$ cat config.mk
export PLATFORM = sky130hd
export DESIGN_NAME = xlat_cache
export DESIGN_NICKNAME = d
export VERILOG_FILES = /design/src/rtl/xlat_cache_pkg.sv /design/src/rtl/xlat_cache_cam.sv /design/src/rtl/xlat_cache_store.sv /design/src/rtl/xlat_cache_victim.sv /design/src/rtl/xlat_cache.sv
export SDC_FILE = /design/constraint.sdc
export NUM_CORES = 1
export LEC_CHECK = 0
export ABC_AREA = 0
export BUFFER_PORTS_ARGS = -buffer_cell sky130_fd_sc_hd__buf_2
export CORE_AREA = 2 2 139 242
export DETAILED_ROUTE_END_ITERATION = 16
export DIE_AREA = 0 0 141 244
export SLEW_MARGIN = 20
export SYNTH_ARGS = -nofsm -noshare
export SYNTH_HDL_FRONTEND = slang
export SYNTH_HIERARCHICAL = 1
export SYNTH_SLANG_ARGS = --single-unit
$ cat constraint.sdc
create_clock -name clk -period 6 [get_ports clk]
set_input_delay 0 -clock clk [delete_from_list [all_inputs] [get_ports clk]]
set_output_delay 0 -clock clk [all_outputs]
set_load 0.01 [all_outputs]
$ cat src/rtl/xlat_cache_pkg.sv
package xlat_cache_pkg;
  // Where a fill is steered
  typedef enum logic [1:0] {
    TGT_NONE  = 2'd0,
    TGT_SAME  = 2'd1,
    TGT_FREE  = 2'd2,
    TGT_EVICT = 2'd3
  } fill_tgt_e;
endpackage

$ cat src/rtl/xlat_cache_cam.sv
module xlat_cache_cam #(
  parameter int N  = 8,
  parameter int VW = 20
) (
  input  logic [VW-1:0]        key,
  input  logic [N-1:0]         valid,
  input  logic [N-1:0][VW-1:0] tags,
  output logic [N-1:0]         match
);
  for (genvar g = 0; g < N; g++) begin : g_cmp
    assign match[g] = valid[g] && (tags[g] == key);
  end
endmodule

$ cat src/rtl/xlat_cache_store.sv
module xlat_cache_store #(
  parameter int N  = 8,
  parameter int VW = 20,
  parameter int PW = 16,
  localparam int IW = (N > 1) ? $clog2(N) : 1
) (
  input  logic                 clk,
  input  logic                 rst_n,
  input  logic                 flush,
  input  logic                 wr_en,
  input  logic [IW-1:0]        wr_idx,
  input  logic [VW-1:0]        wr_vpn,
  input  logic [PW-1:0]        wr_pfn,
  output logic [N-1:0]         valid,
  output logic [N-1:0][VW-1:0] tags,
  output logic [N-1:0][PW-1:0] pfns
);
  always_ff @(posedge clk or negedge rst_n) begin
    if (!rst_n)      valid <= '0;
    else if (flush)  valid <= '0;
    else if (wr_en)  valid[wr_idx] <= 1'b1;
  end

  always_ff @(posedge clk) begin
    if (wr_en && !flush) begin
      tags[wr_idx] <= wr_vpn;
      pfns[wr_idx] <= wr_pfn;
    end
  end

  assert_flush_clears_R7: assert property (@(posedge clk) disable iff (!rst_n)
    flush |=> (valid == '0));

  assert_fill_visible_R9: assert property (@(posedge clk) disable iff (!rst_n)
    (wr_en && !flush) |=> (valid[$past(wr_idx)] && tags[$past(wr_idx)] == $past(wr_vpn)
                           && pfns[$past(wr_idx)] == $past(wr_pfn)));
endmodule

$ cat src/rtl/xlat_cache_victim.sv
module xlat_cache_victim
  import xlat_cache_pkg::*;
#(
  parameter int N = 8,
  localparam int IW = (N > 1) ? $clog2(N) : 1
) (
  input  logic          clk,
  input  logic          rst_n,
  input  logic          flush,
  input  logic          fill_go,
  input  logic [N-1:0]  valid,
  input  logic [N-1:0]  same_match,
  output logic [IW-1:0] tgt_idx,
  output fill_tgt_e     tgt_kind
);
  logic [IW-1:0] ptr;
  logic [IW-1:0] same_idx;
  logic [IW-1:0] free_idx;
  logic          any_free;

  always_comb begin
    same_idx = '0;
    for (int i = 0; i < N; i++)
      if (same_match[i]) same_idx = IW'(i);
  end

  // scan downward so the lowest unused index wins
  always_comb begin
    free_idx = '0;
    any_free = 1'b0;
    for (int i = N - 1; i >= 0; i--) begin
      if (!valid[i]) begin
        free_idx = IW'(i);
        any_free = 1'b1;
      end
    end
  end

  always_comb begin
    if (!fill_go) begin
      tgt_kind = TGT_NONE;
      tgt_idx  = '0;
    end else if (|same_match) begin
      tgt_kind = TGT_SAME;
      tgt_idx  = same_idx;
    end else if (any_free) begin
      tgt_kind = TGT_FREE;
      tgt_idx  = free_idx;
    end else begin
      tgt_kind = TGT_EVICT;
      tgt_idx  = ptr;
    end
  end

  always_ff @(posedge clk or negedge rst_n) begin
    if (!rst_n)
      ptr <= '0;
    else if (flush)
      ptr <= '0;
    else if (tgt_kind == TGT_EVICT)
      ptr <= (ptr == IW'(N - 1)) ? '0 : ptr + 1'b1;
  end

  assert_ptr_range_R5: assert property (@(posedge clk) disable iff (!rst_n)
    ptr <= IW'(N - 1));

  assert_ptr_hold_R6: assert property (@(posedge clk) disable iff (!rst_n)
    (!flush && (tgt_kind == TGT_SAME || tgt_kind == TGT_FREE)) |=> $stable(ptr));

  assert_same_unique_R6: assert property (@(posedge clk) disable iff (!rst_n)
    $onehot0(same_match));
endmodule

$ cat src/rtl/xlat_cache.sv
module xlat_cache
  import xlat_cache_pkg::*;
#(
  parameter int ENTRIES = 8,
  parameter int VPN_W   = 20,
  parameter int PFN_W   = 16,
  localparam int IW = (ENTRIES > 1) ? $clog2(ENTRIES) : 1
) (
  input  logic             clk,
  input  logic             rst_n,
  input  logic             flush,
  input  logic             lk_valid,
  output logic             lk_ready,
  input  logic [VPN_W-1:0] lk_vpn,
  output logic             lk_hit,
  output logic             lk_miss,
  output logic [PFN_W-1:0] lk_pfn,
  input  logic             fill_valid,
  output logic             fill_ready,
  input  logic [VPN_W-1:0] fill_vpn,
  input  logic [PFN_W-1:0] fill_pfn
);
  logic [ENTRIES-1:0]            valid;
  logic [ENTRIES-1:0][VPN_W-1:0] tags;
  logic [ENTRIES-1:0][PFN_W-1:0] pfns;
  logic [ENTRIES-1:0]            match_lk;
  logic [ENTRIES-1:0]            match_fill;
  logic [IW-1:0]                 tgt_idx;
  fill_tgt_e                     tgt_kind;
  logic                          lk_go;
  logic                          fill_go;
  logic [PFN_W-1:0]              pfn_sel;

  assign fill_ready = !flush;
  assign lk_ready   = !flush && !fill_valid;
  assign fill_go    = fill_valid && fill_ready;
  assign lk_go      = lk_valid && lk_ready;

  xlat_cache_cam #(.N(ENTRIES), .VW(VPN_W)) u_cam_lk (
    .key(lk_vpn), .valid(valid), .tags(tags), .match(match_lk)
  );

  xlat_cache_cam #(.N(ENTRIES), .VW(VPN_W)) u_cam_fill (
    .key(fill_vpn), .valid(valid), .tags(tags), .match(match_fill)
  );

  xlat_cache_victim #(.N(ENTRIES)) u_victim (
    .clk(clk), .rst_n(rst_n), .flush(flush), .fill_go(fill_go),
    .valid(valid), .same_match(match_fill),
    .tgt_idx(tgt_idx), .tgt_kind(tgt_kind)
  );

  xlat_cache_store #(.N(ENTRIES), .VW(VPN_W), .PW(PFN_W)) u_store (
    .clk(clk), .rst_n(rst_n), .flush(flush),
    .wr_en(tgt_kind != TGT_NONE), .wr_idx(tgt_idx),
    .wr_vpn(fill_vpn), .wr_pfn(fill_pfn),
    .valid(valid), .tags(tags), .pfns(pfns)
  );

  always_comb begin
    pfn_sel = '0;
    for (int i = 0; i < ENTRIES; i++)
      if (match_lk[i]) pfn_sel |= pfns[i];
  end

  assign lk_hit  = lk_go && (|match_lk);
  assign lk_miss = lk_go && !(|match_lk);
  assign lk_pfn  = lk_hit ? pfn_sel : '0;

  assert_hit_miss_excl_R2: assert property (@(posedge clk) disable iff (!rst_n)
    !(lk_hit && lk_miss));

  assert_fill_first_R8: assert property (@(posedge clk) disable iff (!rst_n)
    (fill_valid || flush) |-> (!lk_hit && !lk_miss));

  assert_match_unique_R6: assert property (@(posedge clk) disable iff (!rst_n)
    $onehot0(match_lk));

  assert_no_hit_after_flush_R3: assert property (@(posedge clk) disable iff (!rst_n)
    $past(flush) |-> !lk_hit);

  assert_miss_zero_frame_R2: assert property (@(posedge clk) disable iff (!rst_n)
    lk_miss |-> (lk_pfn == '0));
endmodule

# Word level (Yosys, flattened, before mapping)
# Index checks and enable logic that the tools add are counted.
totals:
  word_cells: 129
  output_inout_bits: 20
  ff_bits: 299
  inputBits: 61
op_classes:
  addsub: 1
  eq_ne: 18
  mux: 51
  n_bitwise: 8
  n_reduce_logical: 31
  magnitude_cmp: 2
ops:
  columns: ["cell", "n"]
  rows:
  - ["$eq A20 B20 Y1", 16]
  - ["$bwmux W160", 1]
  - ["$mux W16", 10]
  - ["$bwmux W128", 1]
  - ["$or A16 B16 Y16", 7]
  - ["$demux W20 S3", 1]
  - ["$mux W3", 20]
  - ["$demux W16 S3", 1]
  - ["$logic_and A1 B1 Y1", 23]
  - ["$mux W20", 1]
  - ["$mux W8", 2]
  - ["$reduce_or A8 Y1", 2]
  - ["$mux W1", 11]
  - ["$or A8 B8 Y8", 1]
  - ["$reduce_bool A2 Y1", 3]
  - ["$lt A3 B4 Y1 const B", 1]
  - ["$mux W2", 2]
  - ["$add A3 B1 Y3 const B", 1]
  - ["$demux W1 S3", 1]
  - ["$eq A3 B3 Y1 const B", 1]
  - ["$ge A3 B1 Y1 const B", 1]
  - ["$logic_not A1 Y1", 3]
  - ["$eq A2 B2 Y1 const B", 1]

# Logic depth before layout (Yosys ltp)
# Gate-level depths: netlist of the first run.
logic_depth:
  depth_word: 18
  mapped_depth: 12
  mapped_depth_nobuf: 10

# Modules after synthesis
# Netlist of the first run, hierarchy kept.
modules_own_cells:
  columns: ["module", "seq_area_each_um2", "instances", "cells_per_inst", "area_per_inst_um2"]
  rows:
  - ["xlat_cache_store", 8848.5, 1, 337, 9088.7]
  - ["xlat_cache_cam", 0.0, 2, 236, 1975.6]
  - ["xlat_cache", 0.0, 1, 108, 929.6]
  - ["xlat_cache_victim", 75.1, 1, 46, 394.1]

# Worst setup path after synthesis of the first run
# OpenSTA, ideal clock, no wires.
synth_path:
  kind: "register -> register"
  startpoint: "reg u_store/tags[116] in the netlist's numbering"
  endpoint: "reg u_store/pfns[0] in the netlist's numbering, enable pin"
  t_arrival_ns: 4.709
  synth_period_minus_slack_ns: 5.183
  path_buffers: 1
  path_slack_ns: 0.817
  required_time_ns: 5.526
  stages_incl_launch_ff: 10
  setup_ns: 0.474
  path_cell_list: "edfxtp_1 xor2_1 nor4_1 nand4_1 nor4_2 nor2_1 o311a_1 buf_6 or3b_1 nor3_1"
synth_via:
  elab_chain_cells: 7
synth_lines:
  columns: ["item", "line", "text"]
  rows:
  - ["start, declared", "xlat_cache_store.sv:15", "output logic [N-1:0][VW-1:0] tags,"]
  - ["start signal, assigned by index", "xlat_cache_store.sv:26", "tags[wr_idx] <= wr_vpn;"]
  - ["$eq A20 B20 Y1", "xlat_cache_cam.sv:11", "assign match[g] = valid[g] && (tags[g] == key);"]
  - ["$logic_and A1 B1 Y1", "xlat_cache_cam.sv:11", null]
  - ["via match_fill[5]", "xlat_cache.sv:27", "logic [ENTRIES-1:0] match_fill;"]
  - ["$reduce_or A8 Y1", "xlat_cache_victim.sv:43", "end else if (|same_match) begin"]
  - ["$mux W2", "xlat_cache_victim.sv:43", null]
  - ["$mux W2", "xlat_cache_victim.sv:40", "if (!fill_go) begin"]
  - ["$reduce_bool A2 Y1", "xlat_cache.sv:55", ".wr_en(tgt_kind != TGT_NONE), .wr_idx(tgt_idx),"]
  - ["$logic_and A1 B1 Y1", "xlat_cache_store.sv:25", "if (wr_en && !flush) begin"]
  - ["end signal, assigned by index", "xlat_cache_store.sv:27", "pfns[wr_idx] <= wr_pfn;"]
  - ["end, declared", "xlat_cache_store.sv:16", "output logic [N-1:0][PW-1:0] pfns"]
# The timed path passes the listed nets, and every way through them passes these cells.
# A chain may end at the register's enable or synchronous reset.

# Worst setup path in the final report of the first run
layout_path:
  startpoint: "reg u_store/tags[39] in the netlist's numbering"
  endpoint: "reg u_store/pfns[82] in the netlist's numbering, enable pin"
# The elaborated chain is that of the path after synthesis.

==> results of run 1 <==
[timing repair]
item,4_1_cts,5_1_grt
hold buffers,38,0
buffers inserted,0,0
endpoints found under the hold margin,290,0
resized for setup,0,0
[stage by stage]
stage                     std cells  hold slack (ns)  util, %  total power, W
after floorplan                 963           -0.296        -         0.00251
after global placement         1405           -0.118     46.6         0.00261
after detailed placement       1405           -0.114     46.6         0.00261
after CTS                      1497           0.0201     50.5         0.00432
after global routing           1498           0.0343     50.6         0.00442
final                          1498           0.0427     50.6         0.00429
[worst max-delay path: stages, from the launching register on]
cell and delay (ns):
edfxtp_1 0.42, xor2_1 0.16, nor4_1 0.61, nand4_1 0.19, nor4_2 0.39, nand2b_1 0.09, a221oi_1 0.25, o31ai_1 0.12
a21oi_1 0.81, nand2_1 0.33, nor2_4 0.71, buf_4 0.30
[area by class of cell]
class	instances	area [sq um]
Sequential cell	299	8920
Timing Repair Buffer	144	1030
Clock inverter	19	116
Clock buffer	35	748
Fill cell	2719	16000
Multi-Input combinational cell	589	4980
Tap cell	400	500
Inverter	12	45.0
[synthesized netlist by cell type (2+ instances only)]
master / count
nand3b_1: 2
a21boi_0: 2
a31oi_1: 8
buf_6: 33
edfxtp_1: 288
nand2b_1: 8
xnor2_1: 192
nor2b_1: 2
nor4_2: 18
nand4bb_1: 3
ha_1: 2
nor2_1: 11
inv_1: 11
o211ai_1: 2
clkbuf_1: 5
nand4_1: 49
a221oi_1: 17
buf_4: 5
nand3_1: 16
nand4b_1: 3
nor4_1: 33
a21oi_1: 8
dfrtp_1: 11
a31oi_2: 8
nor3_1: 3
mux2i_1: 2
a22o_1: 16
nor4_4: 2
xor2_1: 128
nand2_1: 4
buf_2: 18
and3_1: 2
a22oi_1: 32
[registers in the layout, summed over array words and instances (netlist names)]
signal         flops
u_store/tags     160
u_store/valid      8
u_victim/ptr       3
u_store/pfns     128
[worst max-delay path by stage]
| stage | start | to |
|---|---|---|
| floorplan | u_store/tags[116]$_DFFE_PP_ | u_store/pfns[0]$_DFFE_PP_ |
| global placement | u_store/tags[39]$_DFFE_PP_ | u_store/pfns[80]$_DFFE_PP_ |
| detailed placement | u_store/tags[39]$_DFFE_PP_ | u_store/pfns[82]$_DFFE_PP_ |
| CTS | u_store/tags[39]$_DFFE_PP_ | u_store/pfns[82]$_DFFE_PP_ |
| global route | u_store/tags[39]$_DFFE_PP_ | u_store/pfns[84]$_DFFE_PP_ |
| finish | u_store/tags[39]$_DFFE_PP_ | u_store/pfns[82]$_DFFE_PP_ |
[cell families (layout without fill, tap and decap cells)]
group	Yosys count	in the layout	synth area share (%)
multiplexers	3	3	0.244
buffers and inverters	75	210	4.09
flip-flops	299	299	62.1
AND/OR/NAND/NOR	163	163	8.02
adder cells (fa/ha/maj)	2	2	0.174
XOR/XNOR	320	320	19.5
AO/OA/AOI/OAI	101	101	5.84
[power breakdown]
part	internal [W]	switching (W)	leakage, nW
Combinational	0.000105	0.000180	2.04
Clock	0.000896	0.000803	0.410
Sequential	0.00230	0.00000549	2.75
[per-layer routing]
layer	share of wire [%]	vias to the layer above	global-route usage, %
met4	5.3	0	11.7
met2	55	230	43.7
met1	36	4311	25.2
met3	3.3	76	2.21
met5	0	-	0
li1	-	3836	-
==> impl_metrics.py, run 1 <==
metrics = {
    "synthesis": {
        "synth-seq-area-share_pct": 62.1,
        "syn_area_sq_um": 14400,
        "ys_warn_count": 6,
        "synth.net_count": 1026,
        "synthArstFlopShare_pct": 3.68,
        "synth_edf_count": 288,
        "ys_ff_latch": 299,
        "syn_area_per_cell_sq_um": 14.9,
        "syn_inst": 963,
        "netlist_top_cells_area": "edfxtp_1 (60%), xnor2_1 (12%), xor2_1 (7.8%), buf_6 (2.6%), nand4_1 (2.1%)",
        "ys.flop_type": "edfxtp_1",
        "synth_cell_types": 52,
        "yosysTopAreaCellShare_pct": 60.2,
        "synth_top_area_cell": "edfxtp_1",
    },
    "route": {
        "wl_per_cell_um": 26.3,
        "drc": 0,
        "dr.pass1.iters": 5,
        "drt_iter0_drc": 522,
        "viasPerCell": 5.64,
        "vias": 8453,
        "ant_nets": 0,
        "routed_wirelength_mm": 39.4,
    },
    "critical_path": {
        "critPathCaptureType": "flop",
        "regToRegEndpoint": "u_store/pfns[82]$_DFFE_PP_",
        "rrSetupSlack_ns": 1.29,
        "required_ns": 6.27,
        "ff2ff_path_depth": 11,
        "cp.arrival_ns": 4.99,
        "cp-start-kind": "flop",
        "reg2reg_from": "u_store/tags[39]$_DFFE_PP_",
        "critPathKind": "flop to flop",
        "path_max_fanout": 26,
    },
    "timing": {
        "layout_setup_ws_ns": 1.29,
        "period_share_pct": 78.5,
        "max_freq_mhz": 212,
        "drv_slew": 0,
        "finalSetupViolCount": 0,
        "finClkSkew_ns": 0.0199,
        "worst_pin_slew_ns": 1.06,
        "slew_headroom_pct": 28.6,
        "rsz0062_at_grt": "no",
        "finalHoldViolations": 0,
        "fin_crit_ns": 4.71,
        "finalSetupTns_ns": 0,
    },
    "pwr": {
        "power_leakage_nw": 5.19,
        "power.density_nw_per_um2": 262,
        "peakVddDrop_mv": 0.209,
    },
    "grt": {
        "grt_max_degree": 37,
        "grt_pass1_wl_mm": 57.5,
        "grt-ovfl-total": 0,
        "antenna_found_initial": 0,
        "grtUsageTotal_pct": 23.0,
        "grt_pass1_vias": 8622,
    },
    "hold_path": {
        "worstHoldStart": "fill_vpn[6]",
        "whs_path_depth": 2,
        "min_to": "u_store/tags[6]$_DFFE_PP_",
        "hold_path.class": "input port to flop",
    },
    "flow_run": {
        "maxCapViolations": 0,
    },
    "placed_design": {
        "dp_hpwl_mm": 27.8,
        "gp_congestion": 0.900,
        "place_ws_ns": 1.36,
        "placed_area_sq_um": 15100,
        "io_buffers": 80,
    },
    "cells_and_area": {
        "nets": 1138,
        "layout-drive-gt1-share_pct": 17.7,
        "area_growth_pct": 13.8,
        "n_antenna_cell": 0,
        "final_common_cell": "edfxtp_1",
        "design_area_sq_um": 16300,
        "final_cell_mix": "edfxtp_1 (288), xnor2_1 (192), xor2_1 (128)",
    },
    "floorplan": {
        "die_x_um": 141,
        "num_io_pins": 81,
        "die_area_sq_um": 34400,
        "core-area_sq_um": 32300,
        "fp-row-count": 87,
        "die_h_um": 244,
        "start_util_pct": 44.4,
    },
    "clock_network": {
        "insertion_delay_ns": 0.57,
        "cts.path.max_buffers": 3,
        "cts_buffers": 29,
        "clk_pin_slew_ns": 0.07,
        "clkSinkCount": 299,
        "cts_root_buf": "clkbuf_16",
        "htreeDepth": 1,
        "cts_tree": "yes",
    },
    "outcome": {
        "status": "finished, final reports clean",
    },
}
(Power assumes the default switching activity.)
==> run 2: changes to the inputs <==
ABC_AREA = 1   (was 0)
CORE_AREA = 2 2 148 258   (was 2 2 139 242)
DIE_AREA = 0 0 150 260   (was 0 0 141 244)
clock period = 4.66 ns   (was 6 ns; I/O delays follow)
==> run 2 against run 1 <==
Routed wire length up 63%. Design area grew 13%. Clock skew shrank 0.00063 ns. Count of clock-buffer cells in the layout fell by 1. Total power is 33% higher. Via count is 63% higher. Clock power is 35% higher. First-iteration DRC count is 92% higher. Combinational power up 60%. Largest power group unchanged. Highest routed layer unchanged.
==> impl_metrics.py, run 2 <==
metrics = {
    "grt": {
        "antenna_found_initial": 0,
        "grt-ovfl-total": 0,
        "grt_pass1_vias": 13300,
        "grt_max_degree": 37,
        "grt_pass1_wl_mm": 90.8,
        "grtUsageTotal_pct": 33.3,
    },
    "clock_network": {
        "htreeDepth": 1,
        "cts_buffers": 29,
        "cts_tree": "yes",
        "hold_buffers": 40,
        "clk_pin_slew_ns": 0.06,
        "ctsResizeCount": 0,
        "cts.path.max_buffers": 3,
        "clkSinkCount": 299,
        "insertion_delay_ns": 0.58,
        "post_cts_buffers": 0,
        "cts_root_buf": "clkbuf_16",
    },
    "synthesis": {
        "synth_xor_area_share_pct": 1.82,
        "yosys.area_share.simple_pct": 30.4,
        "synth-seq-area-share_pct": 54.5,
        "synth_edf_count": 288,
        "synthAdderAreaFrac_pct": 0.153,
        "synth_top_area_cell": "edfxtp_1",
        "yosys-top-cells-count": "nand2_1 (942), inv_1 (304), edfxtp_1 (288), nor2_1 (231), o21ai_0 (41)",
        "ys_warn_count": 6,
        "synth_compound_area_share_pct": 3.27,
        "syn_area_sq_um": 16400,
        "ys_ff_latch": 299,
        "netlist_top_cells_area": "edfxtp_1 (53%), nand2_1 (22%), inv_1 (7.0%), nor2_1 (5.3%), dfrtp_1 (1.7%)",
        "ys.flop_type": "edfxtp_1",
        "syn_area_per_cell_sq_um": 7.90,
        "synthMuxAreaShare_pct": 0,
        "synthArstFlopShare_pct": 3.68,
        "yosysTopAreaCellShare_pct": 52.9,
        "syn_inst": 2071,
        "synth.net_count": 2134,
        "yosysMostFrequentCell": "nand2_1",
        "synth_top_family_by_area": "simple AND/OR/NAND/NOR gates",
        "synth_cell_types": 31,
    },
    "pwr": {
        "power_frac_clock_pct": 40.1,
        "p_int_w": 0.00429,
        "p_sw_w": 0.00143,
        "power.density_nw_per_um2": 309,
        "swShare_pct": 25.0,
        "peakVddDrop_mv": 0.311,
        "finalPower_w": 0.00571,
        "seqPwrFrac_pct": 51.9,
        "power_frac_comb_pct": 8.0,
        "power_leakage_nw": 8.48,
    },
    "floorplan": {
        "fp-row-count": 93,
        "core-area_sq_um": 36800,
        "die_x_um": 150,
        "die_h_um": 260,
        "start_util_pct": 44.5,
        "die_area_sq_um": 39000,
        "num_io_pins": 81,
    },
    "critical_path": {
        "critPathCaptureType": "flop",
        "max_stage_delay_ns": 0.52,
        "required_ns": 4.91,
        "cp_num_buf_inv": 5,
        "worstPathCellList": "dlygate4sd3_1, buf_2, inv_1, nand2_1, nand2_1, nor2_1, nand2_1, nor2_1, nand2_1, nor2_2, nor2_1, nand2_1, nor2_4, o21ai_1, inv_1, a21oi_2, nand3_4, nor2_4, buf_4",
        "critPathTopFamily": "simple AND/OR/NAND/NOR gates",
        "path_max_fanout": 18,
        "crit_top_cell": "nand2_1",
        "slowest_stage": "dlygate4sd3_1",
        "cp-start-kind": "input port",
        "cp.arrival_ns": 4.26,
        "critPathKind": "input port to flop",
    },
    "cells_and_area": {
        "final_common_cell": "nand2_1",
        "nets": 2250,
        "n_antenna_cell": 0,
        "area_growth_pct": 13.1,
        "reg_top3": "u_store/tags (160), u_store/pfns (128), u_store/valid (8)",
        "largest-register": "u_store/tags",
        "n_fill_cell": 3652,
        "layout-drive-gt1-share_pct": 9.60,
        "largest_reg_flops": 160,
        "fin_util_pct": 50.3,
        "final_cell_mix": "nand2_1 (942), inv_1 (300), edfxtp_1 (288)",
    },
    "route": {
        "routed_wirelength_mm": 64.5,
        "vias": 13800,
        "drt_iter0_drc": 1004,
        "dr.pass1.iters": 7,
        "viasPerCell": 5.14,
        "ant_nets": 0,
        "drc": 0,
        "wl_per_cell_um": 24.0,
    },
    "placed_design": {
        "dp_hpwl_mm": 48.0,
        "place_ws_ns": 0.666,
        "io_buffers": 80,
        "gp_congestion": 1.03,
    },
    "timing": {
        "finalHoldViolations": 0,
        "layout_setup_ws_ns": 0.656,
        "slew_headroom_pct": 34.4,
        "rsz0062_at_grt": "no",
        "max_freq_mhz": 250,
        "period_share_pct": 85.9,
        "finalSetupViolCount": 0,
        "finClkSkew_ns": 0.0193,
        "drv_slew": 0,
        "fin_crit_ns": 4.00,
        "worst_pin_slew_ns": 0.982,
        "finalSetupTns_ns": 0,
    },
    "flow_run": {
        "maxCapViolations": 0,
    },
    "hold_path": {
        "hold_path.class": "input port to flop",
    },
    "outcome": {
        "status": "finished, final reports clean",
    },
}
==> run 2: cell types whose count changed after synthesis, sizes merged, moves of 110 or more <==
cell	change
xnor2	-176
inv	+307
nor2	+243
nand2	+949
xor2	-110
==> run 2: final timing paths <==
check	from	to	slack (ns)	cells past startpoint
worst max-delay path	fill_vpn[17]	u_store/pfns[63]$_DFFE_PP_	0.66	19
worst min-delay path	fill_pfn[12]	u_store/pfns[12]$_DFFE_PP_	0.24	2
worst max register to register	u_store/tags[57]$_DFFE_PP_	u_store/pfns[63]$_DFFE_PP_	0.90	16
worst min register to register	u_victim/ptr[1]$_DFFE_PN0P_	u_victim/ptr[1]$_DFFE_PN0P_	0.58	2
max in group asynchronous	rst_n	u_store/valid[6]$_DFFE_PN0P_	3.77	3
min in group asynchronous	rst_n	u_victim/ptr[2]$_DFFE_PN0P_	0.50	3
==> run 2: cell families after synthesis <==
| group | count (synthesis) |
|---|---|
| xor gates and xnor gates | 34 |
| adders and majority gates | 2 |
| AOI/OAI and AO/OA | 93 |
| DFF | 299 |
| buffers and inverters | 376 |
| and+or+nand+nor | 1267 |
==> run 2: cell type report <==
cell class	count	area [sq um]	share of cell area, %
timing repair buffer	142	1030	5.56
clock buffer	34	744	4.02
sequential	299	8920	48.2
multi-input combinational	1396	5860	31.7
inverter	319	1200	6.49
tap	475	594	3.21
clock inverter	19	153	0.825
==> run 2: per-layer routing <==
layer  track usage, %  vias up  part of all wire, %
met5                0        -                    0
met4             25.4        0                  9.1
met3             3.42      173                  4.6
met2             59.1      493                   51
met1             35.8     6510                   36
li1                 -     6622                    -
==> run 2: worst register-to-register path, stage by stage (launching register included) <==
cell and delay, ns:
edfxtp_1 0.46, nand2_1 0.11, nand2_1 0.08, nor2_1 0.44, nand2_1 0.11, nor2_1 0.32
nand2_1 0.14, nor2_2 0.12, nor2_1 0.07, nand2_1 0.10, nor2_4 0.07, o21ai_1 0.07
inv_1 0.06, a21oi_2 0.22, nand3_4 0.22, nor2_4 0.49, buf_4 0.36
==> run 2: power groups by stage <==
stage	Combinational [W]	Clock [W]	Sequential, W
2_1_floorplan	0.000220	0	0.00302
3_3_place_gp	0.000422	0	0.00302
3_5_place_dp	0.000423	0	0.00302
4_1_cts	0.000450	0.00233	0.00296
5_1_grt	0.000485	0.00242	0.00296
6_report	0.000456	0.00229	0.00297
==> run 2: stage by stage <==
stage / hold WS (ns) / std cells / cell area, sq um
after floorplan: -0.296 / 2071 / 16400
after global routing: 0.241 / 2684 / 18500
after global placement: -0.100 / 2591 / 17200
after detailed placement: -0.0963 / 2591 / 17200
after CTS: 0.209 / 2684 / 18500
final: 0.236 / 2684 / 18500
==> run 3: changes to the inputs <==
CORE_AREA = 2 2 167 292   (was 2 2 148 258)
DIE_AREA = 0 0 169 294   (was 0 0 150 260)
==> run 3 against run 2 <==
Clock skew shrank 0.0065 ns. Critical endpoint is now u_store/tags[92]$_DFFE_PP_. Hold slack lost 0.010 ns. Clock power grew 11%. Die area grew 27%. Flip-flop and latch count is the same.
==> impl_metrics.py, run 3 (synthesis results as in run 2) <==
metrics = {
    "outcome": {
        "status": "finished, final reports clean",
    },
    "route": {
        "routed_wirelength_mm": 67.7,
        "dr.pass1.iters": 5,
        "wl_per_cell_um": 24.1,
        "viasPerCell": 4.93,
        "vias": 13900,
        "drt_iter0_drc": 925,
        "drc": 0,
        "ant_nets": 0,
    },
    "cells_and_area": {
        "final_common_cell": "nand2_1",
        "n_antenna_cell": 0,
        "final_cell_mix": "nand2_1 (942), inv_1 (300), edfxtp_1 (288)",
        "largest_reg_flops": 160,
        "area_growth_pct": 15.2,
        "reg_top3": "u_store/tags (160), u_store/pfns (128), u_store/valid (8)",
        "layout-drive-gt1-share_pct": 10.1,
        "nets": 2259,
        "largest-register": "u_store/tags",
    },
    "critical_path": {
        "worstPathCellList": "dlygate4sd3_1, buf_2, inv_1, o21ai_0, a21oi_1, nand3_1, nor2_2, nor2_1, nand2_1, nor2_4, a31oi_1, nor2_1, inv_1, nor2_1, nand3_1, inv_2, buf_12",
        "crit_top_cell": "nor2_1",
        "cp_num_cells": 17,
        "required_ns": 4.93,
        "critPathKind": "input port to flop",
        "critPathTopFamily": "buffers and inverters",
        "ff2ff_path_depth": 16,
        "max_stage_delay_ns": 0.61,
        "cp_num_buf_inv": 6,
        "critPathCaptureType": "flop",
        "rrSetupSlack_ns": 0.97,
        "reg2reg_from": "u_store/tags[151]$_DFFE_PP_",
        "cp.arrival_ns": 4.07,
        "endpoint": "u_store/tags[92]$_DFFE_PP_",
        "crit_path_start": "fill_vpn[0]",
        "regToRegEndpoint": "u_store/tags[92]$_DFFE_PP_",
        "cp-start-kind": "input port",
        "path_max_fanout": 27,
        "slowest_stage": "o21ai_0",
    },
    "floorplan": {
        "core-area_sq_um": 47500,
        "die_h_um": 294,
        "num_io_pins": 81,
        "die_area_sq_um": 49700,
        "die_x_um": 169,
        "start_util_pct": 34.5,
        "fp-row-count": 106,
    },
    "pwr": {
        "peakVddDrop_mv": 0.257,
        "power_leakage_nw": 8.59,
        "p_int_w": 0.00447,
        "seqPwrFrac_pct": 49.6,
        "power.density_nw_per_um2": 317,
        "power_frac_clock_pct": 42.5,
        "p_sw_w": 0.00151,
        "swShare_pct": 25.2,
        "finalPower_w": 0.00598,
        "power_frac_comb_pct": 8.0,
    },
    "grt": {
        "grt-ovfl-total": 0,
        "grt_pass1_wl_mm": 94.3,
        "grt_pass1_vias": 13600,
        "grtUsageTotal_pct": 27.1,
        "antenna_found_initial": 0,
        "grt_max_degree": 37,
    },
    "timing": {
        "rsz0062_at_grt": "no",
        "finClkSkew_ns": 0.0128,
        "fin_crit_ns": 3.80,
        "max_freq_mhz": 263,
        "period_share_pct": 81.6,
        "finalSetupTns_ns": 0,
        "worst_pin_slew_ns": 0.791,
        "slew_headroom_pct": 47.1,
        "layout_setup_ws_ns": 0.859,
        "finalHoldViolations": 0,
        "finalSetupViolCount": 0,
        "drv_slew": 0,
    },
    "placed_design": {
        "gp_congestion": 1.04,
        "dp_hpwl_mm": 50.8,
        "io_buffers": 80,
        "place_ws_ns": 0.887,
    },
    "clock_network": {
        "ctsResizeCount": 0,
        "htreeDepth": 1,
        "post_cts_buffers": 0,
        "cts_buffers": 30,
        "cts_root_buf": "clkbuf_16",
        "clk_pin_slew_ns": 0.07,
        "cts.path.max_buffers": 3,
        "clkSinkCount": 299,
        "cts_tree": "yes",
        "hold_buffers": 40,
        "insertion_delay_ns": 0.59,
    },
    "hold_path": {
        "worstHoldStart": "fill_pfn[3]",
        "hold_path.class": "input port to flop",
    },
    "flow_run": {
        "maxCapViolations": 0,
    },
}
-- run 3: worst min path at each step --
stage,to,slack (ns),cells past startpoint
after global routing,u_store/pfns[67]$_DFFE_PP_,0.23,2
after CTS,u_store/pfns[10]$_DFFE_PP_,0.20,2
after global placement,u_store/valid[2]$_DFFE_PN0P_,-0.11,1
final,u_store/pfns[51]$_DFFE_PP_,0.23,2
after floorplan,u_store/valid[0]$_DFFE_PN0P_,-0.30,0
after detailed placement,u_store/valid[2]$_DFFE_PN0P_,-0.11,1
-- run 3: worst reg2reg max path, stage by stage (launching register included) --
cell      delay, ns
edfxtp_1       0.43
o21ai_0        0.52
nor2_1         0.08
nand2_1        0.24
nor2_1         0.07
nand2_1        0.09
nor2_2         0.07
nor2_2         0.14
nand2_2        0.09
nor2_4         0.19
a31oi_1        0.10
nor2_1         0.31
inv_1          0.13
nor2_1         0.13
nand3_1        0.13
inv_2          0.34
buf_12         0.27
-- run 3: layout make-up --
| class | instances | area [sq um] |
|---|---|---|
| clock buffers | 32 | 779 |
| clock inverters | 22 | 226 |
| fillers | 4799 | 28600 |
| inverters | 319 | 1200 |
| multi-input cells | 1396 | 5860 |
| flip-flops and latches | 299 | 8920 |
| well taps | 594 | 743 |
| repair buffers | 150 | 1110 |
-- run 3: power by group through the flow --
stage / sequential, W / clock [W] / combinational, W
after floorplan: 0.00302 / 0 / 0.000220
after global placement: 0.00302 / 0 / 0.000446
after detailed placement: 0.00302 / 0 / 0.000446
after CTS: 0.00296 / 0.00258 / 0.000474
after global routing: 0.00296 / 0.00267 / 0.000504
final: 0.00296 / 0.00254 / 0.000477
-- run 3: routing by layer --
metal,share of wire (%),vias up,GRT usage (%)
met1,34,6527,28.0
met5,0,-,0
li1,-,6626,-
met2,52,526,49.8
met4,9.7,0,22.1
met3,4.5,184,2.13
-- run 3: per-stage QoR --
step,cells,hold WS (ns),area (sq um),util (%)
final,2812,0.226,18800,39.7
after floorplan,2071,-0.296,16400,-
after detailed placement,2718,-0.107,17400,36.7
after global placement,2718,-0.106,17400,36.7
after global routing,2812,0.230,18800,39.7
after CTS,2812,0.202,18800,39.7
